File: src/rtl/mru_repl_pkg.sv
package mru_repl_pkg;

   // Bits needed to index n items (at least one).
   function automatic int unsigned idx_width(input int unsigned n);
      return (n > 1) ? $clog2(n) : 1;
   endfunction

   localparam int unsigned MAX_SETS = 64;

endpackage

File: src/rtl/mru_vec_update.sv
module mru_vec_update #(
   parameter int unsigned WAYS  = 12,
   parameter int unsigned IDX_W = 4
) (
   input  logic [WAYS-1:0]  vec_i,
   input  logic             en_i,
   input  logic [IDX_W-1:0] way_i,
   output logic [WAYS-1:0]  vec_o
);
   logic [WAYS-1:0] touch;
   logic [WAYS-1:0] merged;

   always_comb begin
      for (int i = 0; i < WAYS; i++) begin
         touch[i] = en_i && (way_i == IDX_W'(i));
      end
   end

   assign merged = vec_i | touch;
   // Saturation collapses the vector onto the touched way.
   assign vec_o  = (&merged && |touch) ? touch : merged;

endmodule

File: src/rtl/mru_victim_enc.sv
module mru_victim_enc #(
   parameter int unsigned WAYS  = 12,
   parameter int unsigned IDX_W = 4
) (
   input  logic [WAYS-1:0]  mru_i,
   output logic [IDX_W-1:0] victim_o
);
   // Lowest clear flag wins; scan downward so the lowest index is written last.
   always_comb begin
      victim_o = '0;
      for (int i = WAYS - 1; i >= 0; i--) begin
         if (!mru_i[i]) victim_o = IDX_W'(i);
      end
   end

endmodule

File: src/rtl/mru_set_slice.sv
module mru_set_slice #(
   parameter int unsigned WAYS  = 12,
   parameter int unsigned IDX_W = 4
) (
   input  logic             clk,
   input  logic             rst_n,
   input  logic             hit_en,
   input  logic [IDX_W-1:0] hit_way,
   input  logic             fill_en,
   output logic [WAYS-1:0]  state_q,
   output logic [IDX_W-1:0] victim
);
   logic [WAYS-1:0] after_hit;
   logic [WAYS-1:0] after_fill;

   mru_vec_update #(.WAYS(WAYS), .IDX_W(IDX_W)) u_hit_upd (
      .vec_i (state_q),
      .en_i  (hit_en),
      .way_i (hit_way),
      .vec_o (after_hit)
   );

   mru_victim_enc #(.WAYS(WAYS), .IDX_W(IDX_W)) u_enc (
      .mru_i    (after_hit),
      .victim_o (victim)
   );

   mru_vec_update #(.WAYS(WAYS), .IDX_W(IDX_W)) u_fill_upd (
      .vec_i (after_hit),
      .en_i  (fill_en),
      .way_i (victim),
      .vec_o (after_fill)
   );

   always_ff @(posedge clk) begin
      if (!rst_n) state_q <= '0;
      else        state_q <= after_fill;
   end

endmodule

File: src/rtl/mru_repl_ctrl.sv
module mru_repl_ctrl
   import mru_repl_pkg::*;
#(
   parameter  int unsigned WAYS  = 12,
   parameter  int unsigned SETS  = 2,
   localparam int unsigned IDX_W = idx_width(WAYS),
   localparam int unsigned SET_W = idx_width(SETS)
) (
   input  logic             clk,
   input  logic             rst_n,
   input  logic             hit_vld,
   input  logic [SET_W-1:0] hit_set,
   input  logic [IDX_W-1:0] hit_way,
   input  logic             fill_req,
   input  logic [SET_W-1:0] fill_set,
   output logic [IDX_W-1:0] victim_way,
   output logic [WAYS-1:0]  mru_view
);
   if (WAYS < 2) begin : g_bad_ways
      $error("mru_repl_ctrl: WAYS must be at least 2");
   end
   if (SETS < 1 || SETS > MAX_SETS) begin : g_bad_sets
      $error("mru_repl_ctrl: SETS out of range");
   end

   logic [WAYS-1:0]  st_q [SETS];
   logic [IDX_W-1:0] vic  [SETS];

   for (genvar s = 0; s < SETS; s++) begin : g_set
      logic hit_en;
      logic fill_en;
      if (SETS == 1) begin : g_single
         assign hit_en  = hit_vld;
         assign fill_en = fill_req;
      end else begin : g_multi
         assign hit_en  = hit_vld  && (hit_set  == SET_W'(s));
         assign fill_en = fill_req && (fill_set == SET_W'(s));
      end

      mru_set_slice #(.WAYS(WAYS), .IDX_W(IDX_W)) u_slice (
         .clk     (clk),
         .rst_n   (rst_n),
         .hit_en  (hit_en),
         .hit_way (hit_way),
         .fill_en (fill_en),
         .state_q (st_q[s]),
         .victim  (vic[s])
      );
   end

   if (SETS == 1) begin : g_out_single
      assign victim_way = vic[0];
      assign mru_view   = st_q[0];
   end else begin : g_out_multi
      always_comb begin
         victim_way = '0;
         mru_view   = '0;
         for (int s = 0; s < SETS; s++) begin
            if (fill_set == SET_W'(s)) begin
               victim_way = vic[s];
               mru_view   = st_q[s];
            end
         end
      end
   end

endmodule

File: config.mk
export PLATFORM = sky130hd
export DESIGN_NAME = mru_repl_ctrl
export DESIGN_NICKNAME = d
export VERILOG_FILES = /design/src/rtl/mru_repl_pkg.sv /design/src/rtl/mru_vec_update.sv /design/src/rtl/mru_victim_enc.sv /design/src/rtl/mru_set_slice.sv /design/src/rtl/mru_repl_ctrl.sv
export SDC_FILE = /design/constraint.sdc
export NUM_CORES = 1
export LEC_CHECK = 0
export BUFFER_PORTS_ARGS = -buffer_cell sky130_fd_sc_hd__buf_2
export CORE_UTILIZATION = 55
export CTS_CLUSTER_SIZE = 40
export DETAILED_ROUTE_END_ITERATION = 10
export PLACE_DENSITY = 0.77
export SKIP_CTS_REPAIR_TIMING = 1
export SLEW_MARGIN = 30
export SYNTH_ARGS = -nofsm -noshare
export SYNTH_HDL_FRONTEND = slang
export SYNTH_SLANG_ARGS = --single-unit
export TNS_END_PERCENT = 30
File: constraint.sdc
create_clock -name clk -period 3.7 [get_ports clk]
set_clock_uncertainty 0.2 [all_clocks]
set_input_delay 0.74 -clock clk [delete_from_list [all_inputs] [get_ports clk]]
set_output_delay 0.74 -clock clk [all_outputs]
set_load 0.05 [all_outputs]
==> results.txt <==
----------------------------------------------------
[Timing]
  Final setup violation count ... 5
  Setup tns final ... -693 ps
  Peak Freq ... 252 MHz
  Max_slew headroom ... 69.1%
  Worst-case setup margin in the final layout ... -266 ps
  Max-slew violation count ... 0
  Minimum hold slack ... 505 ps
  Hold Vio Cnt, Final ... 0
  RSZ-0062 raised after global routing ... yes
  Slew @ Worst Pin ... 463 ps
  Period minus WS final ... 3970 ps
  Final period util ... 107%

[Logic synthesis]
  Netlist Area Pre-Place ... 3060 um^2
  Synthesized area divided by synthesized cell count ... 7.96 um^2
  Sequential-to-total area share from yosys stat ... 15.7%
  Number of enable-type register cells in the synthesized netlist ... 0
  Ranking of synthesized cells by area ... sky130_fd_sc_hd__dfxtp_1, sky130_fd_sc_hd__mux2_2, sky130_fd_sc_hd__nand2_1
  Net count after synthesis ... around 390
  Number of synthesized register bits ... 24
  Yosys top cell area share ... 15.7%
  Cell type contributing the most total cell area after synthesis ... sky130_fd_sc_hd__dfxtp_1
  YS warnings ... 0
  Number of cells produced by synthesis ... 384
  Number of library cell types mapped by synthesis ... 84
  Async S/R FF share, synth ... 0%
  Primary FF master, synth ... sky130_fd_sc_hd__dfxtp_1

[Setup path]
  WP data arrival ... 3030 ps
  Critical path required time ... around 2800 ps
  R2R setup slack ... about 270 ps
  Largest fanout on the critical path ... 8
  Startpoint class of the critical path ... input pin
  Type of the worst setup path ... input pin to primary output
  Type of element capturing the critical path ... primary output

[Clocking]
  H-tree levels ... 1
  Sinks on Clock Net ... 24
  Clock latency on the worst-skew pair ... 270 ps
  Maximum clock insertion buffer count ... 2
  Clock slew at reported path FFs ... 80 ps
  Root Driver ... sky130_fd_sc_hd__clkbuf_8
  Number of clock buffers inserted by TritonCTS ... 3
  CTS tree ... done

[Power]
  Psw ... 0.244 mW
  Post-layout power ... 0.694 mW
  Clock network fraction of design power ... about 22%
  Leakage ... 1.71 nW
  Pwr per Cell Area ... between 150 and 200 nW/um^2
  Part of the power in combinational logic ... 37.7%
  Internal power contribution ... 0.451 mW
  Sequential Power Share ... 39.9%
  Worst ir drop on vdd ... about 220 uV
  Sw Share ... between 30% and 40%

[Routing]
  First-iteration detailed-routing DRC count ... 686
  First-pass iteration count of the detailed router ... 7
  Routed Wire Length ... 13.1 mm
  WL per Instance ... 22.4 um
  Total via count after detailed routing ... 4069
  Post-DRT Antenna Nets ... 0
  DRC errors left ... 0
  Ratio of routed vias to standard cells ... 6.96

[Finish]
  Number of fillers in the final layout ... 325
  Cell Count, Final, Fillers Out ... between 500 and 600
  Top reg by flops ... g_set.u_slice.state_q
  Max FFs per register ... 24
  Finished layout cell area ... roughly 4500 um^2
  Top library cells by usage in the layout, fill and taps aside ... sky130_fd_sc_hd__buf_4, sky130_fd_sc_hd__nand2_1, sky130_fd_sc_hd__dfxtp_1
  Most common cell after layout, fill and taps aside ... sky130_fd_sc_hd__buf_4
  Inserted Diodes ... 0
  Regs by FF count ... g_set.u_slice.state_q x24
  Final net count ... 527
  Area growth from synthesis to final layout ... 46.1%
  Fraction of layout cells with a size suffix above 1 ... 47.6%

[Run status]
  Result of the run ... finished, violations left
  Failing checks ... negative setup slack

[GRT]
  GRT Resource Usage Total ... 40.2%
  Maximum number of pins on one net before global-route repair ... 22
  Vias in the first global route ... 3618
  Initial antenna violation count ... 0
  Global-route wire length before repair ... 18.6 mm
  Grt total ovfl ... 0

[Floorplan]
  Number of top-level pins ... 26
  Total Die Area ... 5860 um^2
  Core outline area ... 5240 um^2
  Initial core utilization ... 58.4%
  Floorplan die width ... roughly 77 um
  Die Span Y ... around 77 um
  Std cell rows ... 26

[Place]
  # placed instances ... 568
  Placed Area ... around 4000 um^2
  Estimated wirelength of the detail-placed design ... ~9.2 mm
  Placer congestion estimate ... 1.04
  Quantity of I/O buffers inserted on ports ... 25

[Job]
  Count of maximum capacitance violations ... 0

[Min path]
  Worst min-delay path class ... flop to flop

----------------------------------------------------
## per-layer routing
| metal | global-route usage, % | share of wire, % | vias up |
|---|---|---|---|
| li1 | - | - | 1753 |
| met1 | 56.8 | 39 | 1921 |
| met2 | 60.1 | 44 | 332 |
| met3 | 7.66 | 13 | 63 |
| met4 | 14.4 | 3.6 | 0 |
| met5 | 0 | 0 | - |
## logic make-up (layout without fill, tap and decap cells)
family,Yosys count,in the layout,share of synthesized area [%]
buffers and inverters,42,173,8.02
DFF,24,24,15.7
and+or+nand+nor,144,144,28.2
AOI/OAI and AO/OA,150,150,39.5
muxes,24,24,8.56
## synthesized netlist by cell type (3+ instances only)
| master | instances |
|---|---|
| sky130_fd_sc_hd__dfxtp_1 | 24 |
| sky130_fd_sc_hd__clkbuf_2 | 3 |
| sky130_fd_sc_hd__nand3_1 | 16 |
| sky130_fd_sc_hd__o2bb2ai_1 | 3 |
| sky130_fd_sc_hd__clkbuf_1 | 6 |
| sky130_fd_sc_hd__buf_6 | 7 |
| sky130_fd_sc_hd__nand2_1 | 44 |
| sky130_fd_sc_hd__a32o_1 | 4 |
| sky130_fd_sc_hd__o32ai_1 | 7 |
| sky130_fd_sc_hd__o21ai_0 | 14 |
| sky130_fd_sc_hd__nor2_1 | 26 |
| sky130_fd_sc_hd__or2_2 | 3 |
| sky130_fd_sc_hd__and4bb_1 | 3 |
| sky130_fd_sc_hd__o22ai_1 | 15 |
| sky130_fd_sc_hd__o21ai_1 | 6 |
| sky130_fd_sc_hd__a211oi_2 | 3 |
| sky130_fd_sc_hd__and2_1 | 5 |
| sky130_fd_sc_hd__a21o_1 | 3 |
| sky130_fd_sc_hd__a211o_1 | 3 |
| sky130_fd_sc_hd__o31ai_2 | 6 |
| sky130_fd_sc_hd__buf_4 | 6 |
| sky130_fd_sc_hd__mux2_2 | 17 |
| sky130_fd_sc_hd__or3_1 | 4 |
| sky130_fd_sc_hd__a22oi_1 | 14 |
| sky130_fd_sc_hd__o21a_1 | 4 |
| sky130_fd_sc_hd__nand2b_1 | 3 |
| sky130_fd_sc_hd__nor3_1 | 8 |
| sky130_fd_sc_hd__nor2b_1 | 3 |
| sky130_fd_sc_hd__o31a_1 | 5 |
| sky130_fd_sc_hd__mux2i_1 | 7 |
| sky130_fd_sc_hd__nor4_1 | 3 |
| sky130_fd_sc_hd__a32oi_1 | 6 |
| sky130_fd_sc_hd__buf_2 | 7 |
| sky130_fd_sc_hd__a21oi_1 | 24 |
| sky130_fd_sc_hd__inv_1 | 12 |
## power groups by stage
stage               sequential (mW)  clock [mW]  combinational (mW)
floorplan                     0.277           0               0.134
global placement              0.282           0               0.215
detailed placement            0.282           0               0.219
CTS                           0.276       0.155               0.220
global route                  0.277       0.167               0.273
finish                        0.277       0.155               0.262
## critical path, cell delays in order
cell	delay (ps)
sky130_fd_sc_hd__buf_6	120
sky130_fd_sc_hd__nor4b_4	430
sky130_fd_sc_hd__nand3_2	160
sky130_fd_sc_hd__a32oi_4	290
sky130_fd_sc_hd__nand4_4	190
sky130_fd_sc_hd__a221oi_4	390
sky130_fd_sc_hd__o2bb2ai_4	120
sky130_fd_sc_hd__nor2_4	140
sky130_fd_sc_hd__nor2_2	60
sky130_fd_sc_hd__nor2_2	170
sky130_fd_sc_hd__a21oi_4	40
sky130_fd_sc_hd__buf_6	160
## stage by stage
stage                     setup slack (ps)  utilization [%]
after floorplan                       -333                -
after global placement                -280             76.1
after detailed placement              -373             76.1
after CTS                             -373             76.9
after global routing                  -321             85.3
final                                 -266             85.3
## worst paths after layout
check / from / endpoint / depth (start not counted)
hold reg to reg: g_set[1].u_slice.state_q[10] / g_set[1].u_slice.state_q[10] / 2
setup / recovery: hit_way[2] / victim_way[0] / 12
setup reg to reg: g_set[1].u_slice.state_q[7] / g_set[1].u_slice.state_q[11] / 14
hold / removal: g_set[1].u_slice.state_q[10] / g_set[1].u_slice.state_q[10] / 2
## layout make-up
class                      count  area [um^2]  share of cell area [%]
clock buffer                   3         41.3                   0.924
sequential                    24          480                    10.8
timing repair buffer         158         1220                    27.3
multi-input combinational    318         2590                    58.0
tap                           70         87.6                    1.96
inverter                      12         45.0                    1.01
Note: power is estimated with default switching activity, not from simulation.
